==> src/rtl/asram_pkg.sv <==
package asram_pkg;

   typedef enum logic [1:0] {
      ST_IDLE,
      ST_READ,
      ST_TURN,
      ST_WRITE
   } asram_state_e;

   // ceil(ns / period), never below one cycle
   function automatic int unsigned ns2cyc(input int unsigned ns, input int unsigned clk_ps);
      int unsigned c;
      c = (ns * 1000 + clk_ps - 1) / clk_ps;
      if (c == 0) c = 1;
      return c;
   endfunction

   function automatic int unsigned max3(input int unsigned a, input int unsigned b,
                                        input int unsigned c);
      int unsigned m;
      m = (a > b) ? a : b;
      return (m > c) ? m : c;
   endfunction

endpackage

==> src/rtl/asram_timing.sv <==
module asram_timing
   import asram_pkg::*;
#(
   parameter int unsigned CLK_PS     = 8000,
   parameter bit          FAST_GRADE = 1'b1,
   parameter int unsigned CNT_W      = 8
) (
   output logic [CNT_W-1:0] rd_len,
   output logic [CNT_W-1:0] wr_len,
   output logic [CNT_W-1:0] hz_len
);

   localparam int unsigned LIMIT = (1 << CNT_W) - 1;

   generate
      if (FAST_GRADE) begin : g_fast
         localparam int unsigned RD = ns2cyc(55, CLK_PS);
         localparam int unsigned WR = max3(ns2cyc(40, CLK_PS), ns2cyc(25, CLK_PS),
                                           ns2cyc(45, CLK_PS));
         localparam int unsigned HZ = ns2cyc(20, CLK_PS);
         if (RD > LIMIT || WR > LIMIT || HZ > LIMIT) begin : g_bad
            $error("asram_timing: counter width too small for fast grade");
         end
         assign rd_len = CNT_W'(RD);
         assign wr_len = CNT_W'(WR);
         assign hz_len = CNT_W'(HZ);
      end else begin : g_slow
         localparam int unsigned RD = ns2cyc(70, CLK_PS);
         localparam int unsigned WR = max3(ns2cyc(50, CLK_PS), ns2cyc(30, CLK_PS),
                                           ns2cyc(60, CLK_PS));
         localparam int unsigned HZ = ns2cyc(30, CLK_PS);
         if (RD > LIMIT || WR > LIMIT || HZ > LIMIT) begin : g_bad
            $error("asram_timing: counter width too small for slow grade");
         end
         assign rd_len = CNT_W'(RD);
         assign wr_len = CNT_W'(WR);
         assign hz_len = CNT_W'(HZ);
      end
   endgenerate

endmodule

==> src/rtl/asram_downctr.sv <==
module asram_downctr #(
   parameter int unsigned CNT_W = 8
) (
   input  logic             clk,
   input  logic             rst_n,
   input  logic             load,
   input  logic [CNT_W-1:0] load_val,
   output logic             zero
);

   logic [CNT_W-1:0] cnt_q;

   always_ff @(posedge clk or negedge rst_n) begin
      if (!rst_n) begin
         cnt_q <= '0;
      end else if (load) begin
         cnt_q <= load_val;
      end else if (cnt_q != '0) begin
         cnt_q <= cnt_q - 1'b1;
      end
   end

   assign zero = (cnt_q == '0);

endmodule

==> src/rtl/asram_seq.sv <==
module asram_seq
   import asram_pkg::*;
#(
   parameter int unsigned ADDR_W = 15,
   parameter int unsigned DATA_W = 8,
   parameter int unsigned CNT_W  = 8
) (
   input  logic              clk,
   input  logic              rst_n,
   input  logic              standby,
   input  logic              req_valid,
   output logic              req_ready,
   input  logic              req_we,
   input  logic [ADDR_W-1:0] req_addr,
   input  logic [DATA_W-1:0] req_wdata,
   output logic              rd_valid,
   output logic [DATA_W-1:0] rd_data,
   output logic              mem_cs_n,
   output logic              mem_oe_n,
   output logic              mem_we_n,
   output logic [ADDR_W-1:0] mem_addr,
   output logic [DATA_W-1:0] mem_dout,
   input  logic [DATA_W-1:0] mem_din,
   output logic              mem_dq_oe,
   input  logic [CNT_W-1:0]  rd_len,
   input  logic [CNT_W-1:0]  wr_len,
   input  logic [CNT_W-1:0]  hz_len,
   input  logic              cnt_zero,
   input  logic              gap_zero,
   output logic              cnt_load,
   output logic [CNT_W-1:0]  cnt_val,
   output logic              gap_load,
   output logic [CNT_W-1:0]  gap_val
);

   asram_state_e state_q;
   logic         accept;
   logic         start_wr;

   assign req_ready = (state_q == ST_IDLE) && !standby;
   assign accept    = req_valid && req_ready;
   assign gap_val   = hz_len - 1'b1;
   // a write pulse may open only once the release window has elapsed
   assign start_wr  = gap_zero && (((state_q == ST_IDLE) && accept && req_we) ||
                                   (state_q == ST_TURN));

   always_comb begin
      cnt_load = 1'b0;
      cnt_val  = '0;
      gap_load = 1'b0;
      if (state_q == ST_IDLE && accept && !req_we) begin
         cnt_load = 1'b1;
         cnt_val  = rd_len - 1'b1;
      end else if (start_wr) begin
         cnt_load = 1'b1;
         cnt_val  = wr_len - 1'b1;
      end
      if (state_q == ST_READ && cnt_zero) begin
         gap_load = 1'b1;
      end
   end

   always_ff @(posedge clk or negedge rst_n) begin
      if (!rst_n) begin
         state_q   <= ST_IDLE;
         mem_cs_n  <= 1'b1;
         mem_oe_n  <= 1'b1;
         mem_we_n  <= 1'b1;
         mem_dq_oe <= 1'b0;
         mem_addr  <= '0;
         mem_dout  <= '0;
         rd_data   <= '0;
         rd_valid  <= 1'b0;
      end else begin
         rd_valid <= 1'b0;
         case (state_q)
            ST_IDLE: begin
               if (accept) begin
                  mem_addr <= req_addr;
                  mem_dout <= req_wdata;
                  if (!req_we) begin
                     state_q  <= ST_READ;
                     mem_cs_n <= 1'b0;
                     mem_oe_n <= 1'b0;
                  end else if (start_wr) begin
                     state_q   <= ST_WRITE;
                     mem_cs_n  <= 1'b0;
                     mem_we_n  <= 1'b0;
                     mem_dq_oe <= 1'b1;
                  end else begin
                     state_q <= ST_TURN;
                  end
               end
            end
            ST_READ: begin
               if (cnt_zero) begin
                  rd_data  <= mem_din;
                  rd_valid <= 1'b1;
                  mem_cs_n <= 1'b1;
                  mem_oe_n <= 1'b1;
                  state_q  <= ST_IDLE;
               end
            end
            ST_TURN: begin
               if (start_wr) begin
                  state_q   <= ST_WRITE;
                  mem_cs_n  <= 1'b0;
                  mem_we_n  <= 1'b0;
                  mem_dq_oe <= 1'b1;
               end
            end
            ST_WRITE: begin
               if (cnt_zero) begin
                  mem_cs_n  <= 1'b1;
                  mem_we_n  <= 1'b1;
                  mem_dq_oe <= 1'b0;
                  state_q   <= ST_IDLE;
               end
            end
            default: state_q <= ST_IDLE;
         endcase
      end
   end

endmodule

==> src/rtl/asram_ctl.sv <==
module asram_ctl #(
   parameter int unsigned ADDR_W     = 15,
   parameter int unsigned DATA_W     = 8,
   parameter int unsigned CLK_PS     = 8000,
   parameter bit          FAST_GRADE = 1'b1,
   parameter int unsigned CNT_W      = 8
) (
   input  logic              clk,
   input  logic              rst_n,
   input  logic              standby,
   input  logic              req_valid,
   output logic              req_ready,
   input  logic              req_we,
   input  logic [ADDR_W-1:0] req_addr,
   input  logic [DATA_W-1:0] req_wdata,
   output logic              rd_valid,
   output logic [DATA_W-1:0] rd_data,
   output logic              mem_cs_n,
   output logic              mem_oe_n,
   output logic              mem_we_n,
   output logic [ADDR_W-1:0] mem_addr,
   output logic [DATA_W-1:0] mem_dout,
   input  logic [DATA_W-1:0] mem_din,
   output logic              mem_dq_oe
);

   generate
      if (ADDR_W < 1 || DATA_W < 1) begin : g_bad_width
         $error("asram_ctl: address and data widths must be positive");
      end
      if (CLK_PS < 1) begin : g_bad_clk
         $error("asram_ctl: clock period must be positive");
      end
      if (CNT_W < 2 || CNT_W > 16) begin : g_bad_cnt
         $error("asram_ctl: counter width out of range");
      end
   endgenerate

   logic [CNT_W-1:0] rd_len, wr_len, hz_len;
   logic [CNT_W-1:0] cnt_val, gap_val;
   logic             cnt_load, gap_load, cnt_zero, gap_zero;

   asram_timing #(
      .CLK_PS(CLK_PS), .FAST_GRADE(FAST_GRADE), .CNT_W(CNT_W)
   ) u_timing (
      .rd_len(rd_len), .wr_len(wr_len), .hz_len(hz_len)
   );

   // phase counter: access wait or write pulse
   asram_downctr #(.CNT_W(CNT_W)) u_phase (
      .clk(clk), .rst_n(rst_n), .load(cnt_load), .load_val(cnt_val), .zero(cnt_zero)
   );

   // release window after the memory stops driving
   asram_downctr #(.CNT_W(CNT_W)) u_gap (
      .clk(clk), .rst_n(rst_n), .load(gap_load), .load_val(gap_val), .zero(gap_zero)
   );

   asram_seq #(
      .ADDR_W(ADDR_W), .DATA_W(DATA_W), .CNT_W(CNT_W)
   ) u_seq (
      .clk(clk), .rst_n(rst_n), .standby(standby),
      .req_valid(req_valid), .req_ready(req_ready), .req_we(req_we),
      .req_addr(req_addr), .req_wdata(req_wdata),
      .rd_valid(rd_valid), .rd_data(rd_data),
      .mem_cs_n(mem_cs_n), .mem_oe_n(mem_oe_n), .mem_we_n(mem_we_n),
      .mem_addr(mem_addr), .mem_dout(mem_dout), .mem_din(mem_din),
      .mem_dq_oe(mem_dq_oe),
      .rd_len(rd_len), .wr_len(wr_len), .hz_len(hz_len),
      .cnt_zero(cnt_zero), .gap_zero(gap_zero),
      .cnt_load(cnt_load), .cnt_val(cnt_val),
      .gap_load(gap_load), .gap_val(gap_val)
   );

endmodule

==> config.mk <==
export PLATFORM = sky130hd
export DESIGN_NAME = asram_ctl
export DESIGN_NICKNAME = d
export VERILOG_FILES = /design/src/rtl/asram_pkg.sv /design/src/rtl/asram_timing.sv /design/src/rtl/asram_downctr.sv /design/src/rtl/asram_seq.sv /design/src/rtl/asram_ctl.sv
export SDC_FILE = /design/constraint.sdc
export NUM_CORES = 1
export LEC_CHECK = 0
export BUFFER_PORTS_ARGS = -buffer_cell sky130_fd_sc_hd__buf_4
export CORE_ASPECT_RATIO = 0.6
export CORE_MARGIN = 4
export CORE_UTILIZATION = 50
export CTS_BUF_LIST = sky130_fd_sc_hd__clkbuf_16
export DETAILED_ROUTE_END_ITERATION = 8
export PLACE_DENSITY = 0.79
export SKIP_CTS_REPAIR_TIMING = 1
export SYNTH_ARGS = -nofsm -noshare
export SYNTH_HDL_FRONTEND = slang
export SYNTH_SLANG_ARGS = --single-unit
export TNS_END_PERCENT = 5
==> constraint.sdc <==
create_clock -name clk -period 3.5 [get_ports clk]
set_clock_uncertainty 0.2 [all_clocks]
set_input_delay 0.7 -clock clk [delete_from_list [all_inputs] [get_ports clk]]
set_output_delay 0.7 -clock clk [all_outputs]
set_load 0.01 [all_outputs]
# Word-level counts from Yosys, hierarchy flattened
# Cells that the tools add are included.
dict set report word_totals {
  ff_bits 54
  inputBits 36
  wordCells 83
  output_inout_bits 37
}
dict set report classes {
  mux 34
  eq_ne 10
  reduce_logical 26
  add_sub_neg 2
}
# op count
set ops {}
lappend ops {{$mux 8} 5}
lappend ops {{$mux 1} 19}
lappend ops {{$logic_not 8->1} 2}
lappend ops {{$reduce_bool 8->1} 2}
lappend ops {{$sub 8x1->8 const B} 2}
lappend ops {{$ne 2x1->1 const B} 5}
lappend ops {{$pmux 1 s3} 3}
lappend ops {{$mux 2} 4}
lappend ops {{$reduce_and 4->1} 2}
lappend ops {{$logic_and 1x1->1} 7}
lappend ops {{$pmux 2 s3} 1}
lappend ops {{$reduce_and 2->1} 3}
lappend ops {{$reduce_bool 2->1} 3}
lappend ops {{$eq 2x2->1 const B} 2}
lappend ops {{$ne 2x2->1 const B} 2}
lappend ops {{$mux 3} 1}
lappend ops {{$reduce_and 3->1} 1}
lappend ops {{$reduce_bool 3->1} 1}
lappend ops {{$eq 2x1->1 const B} 1}
lappend ops {{$logic_not 1->1} 2}
lappend ops {{$logic_not 2->1} 1}
lappend ops {{$pmux 1 s2} 1}
lappend ops {{$reduce_or 2->1} 1}
lappend ops {{$logic_or 1x1->1} 1}

# Logic depth before layout (Yosys ltp)
# Gate-level depths: netlist (run 1).
dict set report depth {
  word_depth 11
  depth_mapped 6
  depth_no_buf 5
}

# Modules after synthesis
# Synthesis (run 1) repeated with hierarchy kept, for this count alone.
dict set report hier_totals {
  hier_cells 290
  area_unflattened_um2 3026.7
}
# module seq_area_each_um2 cells_each n_inst area_each_um2
set by_module_without_submodules {}
lappend by_module_without_submodules {asram_seq 954.7 156 1 1885.6}
lappend by_module_without_submodules {asram_downctr 200.2 54 2 476.7}
lappend by_module_without_submodules {asram_timing 0.0 26 1 187.7}

# Least setup slack after synthesis (run 1)
# Ideal clock, no wire load.
dict set report synth_timing {
  path_kind {input -> register}
  from {in standby}
  to {reg u_seq.mem_addr[0]}
  n_path_buf 1
  setup_time_ns 0.125
  t_arrival_ns 1.789
  setup_slack_ns 1.386
  t_required_ns 3.175
  stages 3
  cell_sequence {nor4b_2 -> buf_2 -> mux2_2}
}
dict set report synth_between {
  elab_chain_len 4
}
# item line_no
set synth_rtl {}
lappend synth_rtl {{from (decl)} asram_ctl.sv:10} ;# input logic standby,
lappend synth_rtl {{$logic_not 1->1} asram_seq.sv:40} ;# assign req_ready = (state_q == ST_IDLE) && !standby;
lappend synth_rtl {{$logic_and 1x1->1} asram_seq.sv:40}
lappend synth_rtl {{$logic_and 1x1->1} asram_seq.sv:41} ;# assign accept = req_valid && req_ready;
lappend synth_rtl {{$reduce_and 2->1 (no line)} -}
lappend synth_rtl {{to (signal assigned)} asram_seq.sv:79} ;# mem_addr <= req_addr;
lappend synth_rtl {{to (decl)} asram_seq.sv:21} ;# output logic [ADDR_W-1:0] mem_addr,
# Every way passes these cells.
# A chain may end at the register's enable or synchronous reset.

# Final worst setup path (run 1)
dict set report layout_timing {
  from {reg u_phase.cnt_q[0]}
  to {reg u_seq.rd_data[6]}
}
dict set report layout_between {
  elab_chain_len 2
}
# item line_no
set layout_rtl {}
lappend layout_rtl {{from (decl)} asram_downctr.sv:11} ;# logic [CNT_W-1:0] cnt_q;
lappend layout_rtl {{from (signal assigned)} asram_downctr.sv:17} ;# cnt_q <= load_val;
lappend layout_rtl {{from (signal assigned)} asram_downctr.sv:19} ;# cnt_q <= cnt_q - 1'b1;
lappend layout_rtl {{$logic_not 8->1} asram_downctr.sv:23} ;# assign zero = (cnt_q == '0);
lappend layout_rtl {{$reduce_and 2->1 (no line)} -}
lappend layout_rtl {{to (signal assigned)} asram_seq.sv:97} ;# rd_data <= mem_din;
lappend layout_rtl {{to (decl)} asram_seq.sv:17} ;# output logic [DATA_W-1:0] rd_data,
# Every way passes these cells.

==> qor.yml, run 1 <==
outcome: "finished clean"
ant_nets: 0
gp_congestion: 0.875
r2r-start: "u_phase.cnt_q[0]$_DFFE_PN0P_"
final_common_cell: "buf_4"
drive_above_1_share_pct: 46.0
cts.path.max_buffers: 2
crit_path_max_incr_delay_ns: 0.57
io_buffer_count: 72
die_height_um: 61.7
synth-main-ff-cell: "dfrtp_1"
yosysWarnings: 0
ys_types: 42
critPathLaunch: "u_phase.cnt_q[0]$_DFFE_PN0P_"
h-tree-depth: 2
fin_cells: 326
crit_end: "u_seq.rd_data[6]$_DFFE_PN0P_"
ios: 73
clkTransAtPathRegs_ns: 0.07
grt_use_total_pct: 20.5
grt_pass1_wl_um: 9520
clk_latency_ns: 0.29
dr.pass1.iters: 4
placementRows: 19
die_x_um: 97.5
ys_ff_latch: 54
drc: 0
fillerInstances: 343
cp.arrival_ns: 2.39
hold_viol: 0
final_cell_mix: "buf_4, dfrtp_1, mux2_2"
grt_pass1_vias: 1829
dp.cells: 318
finalCriticalPeriod_ns: 2.42
synthArstFlopShare_pct: 100
via_per_inst: 5.62
core_area_mm2: 0.00461
syn-num-nets: 226
wirelength_um: 5780
end_kind: "flip-flop"
synth_edf_count: 0
vias: 1833
ctsRootBufferMaster: "clkbuf_16"
fin_tns_setup_ns: 0
rsz0062_at_grt: "no"
grt_overflow: 0
r2r_setup_slack_ns: 1.08
hold_class: "in -> async"
slew_headroom_pct: 31.9
num-nets-final: 301
clock.fmax_mhz: 414
crit_type: "reg -> reg"
reg2reg_depth: 6
ys_seq_area_share_pct: 56.3
wl_per_cell_um: 17.7
p_leak_uw: 0.00148
critPathSlowestCell: "nor4_4"
antenna_found_initial: 0
n_antenna_cell: 0
cts_tree: "done"
dp.final_hpwl_um: 4140
critical-path-top-delay-family: "simple AND/OR/NAND/NOR gates"
cts_buffers: 5
crit_required_ns: 3.47
worst_ir_drop_vdd_v: 0.000497
fin_crit_sh_pct: 69.1
cap_violations: 0
area_growth_pct: 32.5
die-area_mm2: 0.00602
drv_slew: 0
rr_endpoint: "u_seq.rd_data[6]$_DFFE_PN0P_"
grt_max_degree: 55
syn-instance-count: 187
path_cells: "inv_1 > ha_1 > nand2b_1 > nor4_4 > buf_4 > mux2_4"
cp_num_buf_inv: 2
initial_core_util_pct: 52.1
setup_viol: 0
cts_sinks: 54
cp.depth: 6
synthesis.area_mm2: 0.00240
power_density_mw_per_mm2: 924
drt_iter0_drc: 178
avgSynthCellArea_um2: 12.9
tightest_slew_ns: 1.01
worstPathMaxFanout: 11
start_kind: "flip-flop"
==> final cells by class <==
class                           count  area, um^2  area share (%)
Clock inverter                      3        42.5            1.33
Sequential cell                    54        1360            42.5
Tap cell                           63        78.8            2.47
Inverter                            7        26.3           0.824
Multi-Input combinational cell    119         996            31.3
Timing Repair Buffer               75         563            17.7
Clock buffer                        5         125            3.93
==> sequential cells by signal (all words and copies together) (netlist names) <==
| register | count |
|---|---|
| u_seq.mem_we_n | 1 |
| u_seq.rd_data | 8 |
| u_phase.cnt_q | 8 |
| u_seq.mem_dout | 8 |
| u_seq.mem_cs_n | 1 |
| u_seq.state_q | 2 |
| u_seq.rd_valid | 1 |
| u_seq.mem_dq_oe | 1 |
| u_seq.mem_addr | 15 |
| u_gap.cnt_q | 8 |
| u_seq.mem_oe_n | 1 |
==> routing by layer <==
layer  part of all wire [%]  track usage (%)  vias to the layer above
li1                       -                -                      855
met1                     45             27.8                      898
met2                     43             31.0                       71
met3                     10             8.58                        9
met4                    1.3             5.52                        0
met5                      0                0                        -
==> power breakdown <==
group	leakage (uW)	switching, uW	total, uW	internal [uW]
combinational	0.000739	570	1210	640
sequential	0.000659	257	1190	930
clock	0.0000852	212	548	336
==> cell usage after synthesis, types with 3 or more instances <==
cell	instances	area share [%]
nor2_1	3	0.47
o31ai_1	3	0.94
or3_1	5	1.3
nand3_1	3	0.62
dfstp_2	3	3.3
or4_1	4	1.2
a211o_1	3	1.1
clkbuf_1	4	0.62
nand2_1	3	0.47
nand2b_1	6	1.6
a21o_1	3	0.94
a22oi_1	5	1.6
mux2_2	29	14
o21ai_0	8	1.7
inv_1	7	1.1
ha_1	3	1.6
a21oi_1	12	2.5
dfrtp_1	51	53
nor3_1	4	0.83
==> metrics by stage <==
step	area [um^2]	hold slack [ns]	total power [uW]	setup WS [ns]	util [%]
final	3190	0.242	2940	1.08	69.1
after global routing	3190	0.300	3160	0.949	69.1
after CTS	3190	0.276	2960	1.10	69.1
after detailed placement	3020	0.285	2390	1.10	65.5
after global placement	3020	0.274	2350	1.23	65.5
after floorplan	2400	0.204	1840	1.39	-
==> cell families after synthesis <==
kind of cell | share of synthesized area, %
buf+inv | 2.60
flops | 56.3
mux | 14.8
compound gates | 12.9
simple gates | 11.8
fa+ha+maj | 1.56
==> worst min path at each step <==
stage                                      startpoint                           to  slack [ns]
after floorplan                                 rst_n   u_gap.cnt_q[0]$_DFFE_PN0P_        0.20
after global placement     u_seq.mem_we_n$_DFFE_PN1P_   u_seq.mem_we_n$_DFFE_PN1P_        0.27
after detailed placement  u_seq.mem_dq_oe$_DFFE_PN0P_  u_seq.mem_dq_oe$_DFFE_PN0P_        0.29
after CTS                                       rst_n     u_seq.rd_valid$_DFF_PN0_        0.28
after global routing                            rst_n  u_seq.mem_dq_oe$_DFFE_PN0P_        0.30
final                                           rst_n  u_seq.mem_dq_oe$_DFFE_PN0P_        0.24
==> worst reg2reg max path: cells and delay by family (launching register included) <==
kind | cells | cell delay, ns
fa+ha+maj | 1 | 0.25
simple gates | 2 | 0.77
flops | 1 | 0.41
mux | 1 | 0.31
buf+inv | 2 | 0.38
No activity file was read; power rests on OpenSTA's default activity.
==> run 2: changes to the inputs <==
--- a/config.mk
+++ b/config.mk
@@ -5,13 +5,14 @@
 export SDC_FILE = /design/constraint.sdc
 export NUM_CORES = 1
 export LEC_CHECK = 0
+export ABC_AREA = 1
 export BUFFER_PORTS_ARGS = -buffer_cell sky130_fd_sc_hd__buf_4
 export CORE_ASPECT_RATIO = 0.6
 export CORE_MARGIN = 4
-export CORE_UTILIZATION = 50
+export CORE_UTILIZATION = 46
 export CTS_BUF_LIST = sky130_fd_sc_hd__clkbuf_16
 export DETAILED_ROUTE_END_ITERATION = 8
-export PLACE_DENSITY = 0.79
+export PLACE_DENSITY = 0.76
 export SKIP_CTS_REPAIR_TIMING = 1
 export SYNTH_ARGS = -nofsm -noshare
 export SYNTH_HDL_FRONTEND = slang
==> constraint.sdc (replaced) <==
create_clock -name clk -period 2.1 [get_ports clk]
set_clock_uncertainty 0.2 [all_clocks]
set_input_delay 0.42 -clock clk [delete_from_list [all_inputs] [get_ports clk]]
set_output_delay 0.42 -clock clk [all_outputs]
set_load 0.01 [all_outputs]
==> qor.yml, run 2 <==
final_common_cell: "nand2_1"
hold_class: "in -> async"
end_kind: "flip-flop"
power_density_mw_per_mm2: 589  # -36%
ios: 73  # unchanged
synth_most_common_cell: "nand2_1"
setup_slack_ns: 0.288  # -0.795 ns
cp.arrival_ns: 1.79  # -0.60 ns
violations: "negative hold slack"
drt_iter0_drc: 139  # -22%
path_cells: "inv_1 > ha_1 > nand2_1 > nor2_2 > nand2_4 > nand2_1 > nand2_1 > nor2_1 > nor2_1"
p_total_uw: 1880  # -36%
grt_overflow: 0  # unchanged
dr.pass1.iters: 4  # unchanged
ys_types: 28  # -33%
ys_top_cells_by_count: "nand2_1, dfrtp_1, nor2_1, inv_1, nand3_1"
grt_max_degree: 55  # unchanged
cts_buffers: 5  # unchanged
critPathLaunch: "u_phase.cnt_q[0]$_DFFE_PN0P_"
die_height_um: 64.9  # +5.1%
synthArstFlopShare_pct: 100  # unchanged
synthesis.area_mm2: 0.00248  # +3.1%
num-nets-final: 406  # +35%
critPathSlowestCell: "dfrtp_1"
h-tree-depth: 2  # unchanged
ys_top_cells_by_area: "dfrtp_1, nand2_1, nand3_1"
hold_viol: 32  # +32
wirelength_um: 5720  # -1.0%
finalCriticalPeriod_ns: 1.81  # -0.605 ns
initial_core_util_pct: 48.3  # -3.8 points
dp.final_hpwl_um: 4220  # +1.9%
cts.path.max_buffers: 2  # unchanged
grt_use_total_pct: 17.6  # -2.9 points
outcome: "complete, but fails checks"
final_area_mm2: 0.00319  # +0.12%
ys_seq_area_share_pct: 54.7  # -1.7 points
start_kind: "flip-flop"
crit_path_max_incr_delay_ns: 0.40  # -0.17 ns
drc: 0  # unchanged
cts_sinks: 54  # unchanged
synth_edf_count: 0  # unchanged
via_per_inst: 4.83  # -14%
final_cell_mix: "nand2_1, buf_4, dfrtp_1"
crit_type: "reg -> reg"
synth_xor_area_share_pct: 0.353  # +0.35 points
syn-num-nets: 332  # +47%
worstPathMaxFanout: 9  # -2
place_ws_ns: 0.316  # -0.786 ns
ctsRootBufferMaster: "clkbuf_16"
largest_reg_flops: 15  # unchanged
cts_tree: "done"
r2r-start: "u_phase.cnt_q[0]$_DFFE_PN0P_"
crit_top_cell: "nand2_1"
critical-path-top-delay-family: "simple AND/OR/NAND/NOR gates"
cap_violations: 0  # unchanged
syn-instance-count: 293  # +57%
n_antenna_cell: 0  # unchanged
synth_fa_ha_area_share_pct: 1.51  # -0.046 points
tightest_slew_ns: 0.679  # -0.335 ns
synth-main-ff-cell: "dfrtp_1"
wl_per_cell_um: 13.2  # -26%
die_x_um: 103  # +5.4%
yosysTopAreaCellShare_pct: 51.5  # -1.6 points
grt_pass1_wl_um: 9410  # -1.1%
clock.fmax_mhz: 552  # +33%
rsz0062_at_grt: "no"
worst_ir_drop_vdd_v: 0.000359  # -28%
ys_ff_latch: 54  # unchanged
grt_pass1_vias: 1931  # +5.6%
area_growth_pct: 28.7
vias: 2096  # +14%
p_leak_uw: 0.00188  # +27%
slew_headroom_pct: 54.8  # +23 points
yosys.area_share.simple_pct: 32.4  # +21 points
avgSynthCellArea_um2: 8.46  # -34%
drv_slew: 0  # unchanged
ant_nets: 0  # unchanged
clkTransAtPathRegs_ns: 0.06  # about the same
timing.hold.ws_ns: -0.0245  # -0.266 ns
yosysWarnings: 0  # unchanged
placedInstanceArea_mm2: 0.00305  # +1.1%
fin_crit_sh_pct: 86.3  # +17 points
antenna_found_initial: 0  # unchanged
io_buffer_count: 72  # unchanged
crit_required_ns: 2.07  # -1.40 ns
cp_num_buf_inv: 1  # -1
synth-compound-area-share_pct: 4.29  # -8.6 points
die-area_mm2: 0.00667  # +11%
synth_top_family_by_area: "simple AND/OR/NAND/NOR gates"
gp_congestion: 0.964  # +10%
drive_above_1_share_pct: 28.8  # -17 points
synthMuxAreaShare_pct: 0  # -15 points
yosys.area.top_type: "dfrtp_1"
clk_latency_ns: 0.28  # about the same
placementRows: 20  # +1
setup_viol: 0  # unchanged
fin_tns_setup_ns: 0  # unchanged
largest-register: "u_seq.mem_addr"
core_area_mm2: 0.00513  # +11%
[run 2: changes by cell type after synthesis, sizes merged, moves of 4 or more]
cell	delta
nand2	+127
mux2	-31
nor2	+24
inv	+22
nand3	+16
nand2b	-6
a21oi	-5
a22oi	-5
or3	-5
or4	-5
clkbuf	-4
[run 2: kinds of logic after synthesis]
kind of cell             count (synthesis)
AO/OA/AOI/OAI                           18
buffers and inverters                   35
flip-flops                              54
AND/OR/NAND/NOR                        182
adder cells (fa/ha/maj)                  3
XOR/XNOR                                 1
[run 2: area by class of cell]
cell class,instances,area (um^2)
multi-input cells,204,956
inverters,29,111
clock inverters,3,12.5
repair buffers,73,548
fillers,440,1940
well taps,66,82.6
clock buffers,5,125
flip-flops and latches,54,1360
[run 2: where the power goes]
part           internal (uW)  switching [uW]
logic                   40.7            31.3
registers               1040               0
clock network            431             335
[run 2: final timing paths]
check	end	slack (ns)	depth (start not counted)
min	u_seq.mem_addr[13]$_DFFE_PN0N_	-0.02	1
min reg2reg	u_seq.mem_oe_n$_DFFE_PN1P_	0.27	2
max	u_phase.cnt_q[0]$_DFFE_PN0P_	0.29	9
max in group asynchronous	u_phase.cnt_q[0]$_DFFE_PN0P_	1.27	1
min in group clk	u_seq.rd_data[0]$_DFFE_PN0P_	0.14	3
max reg2reg	u_phase.cnt_q[0]$_DFFE_PN0P_	0.29	9
[run 2: worst register-to-register path, delay by kind of cell, from the launching register on]
family                     cells  cell delay [ns]
adders and majority gates      1             0.19
DFF                            1             0.40
and+or+nand+nor                7             0.82
buffers and inverters          1             0.10
[run 2: routing by layer]
layer	global-route usage, %	wire (um)	vias up	share of wire, %
li1	-	-	1056	-
met1	27.5	2800	947	49
met2	23.9	2220	93	39
met3	6.45	701	0	12
met4	1.94	0	0	0
met5	0	0	-	0
[run 2: metrics by stage]
| stage | utilization [%] | std cells |
|---|---|---|
| final | 62.2 | 434 |
| after CTS | 62.2 | 434 |
| after floorplan | - | 293 |
| after global routing | 62.2 | 434 |
| after detailed placement | 59.5 | 426 |
| after global placement | 59.5 | 426 |
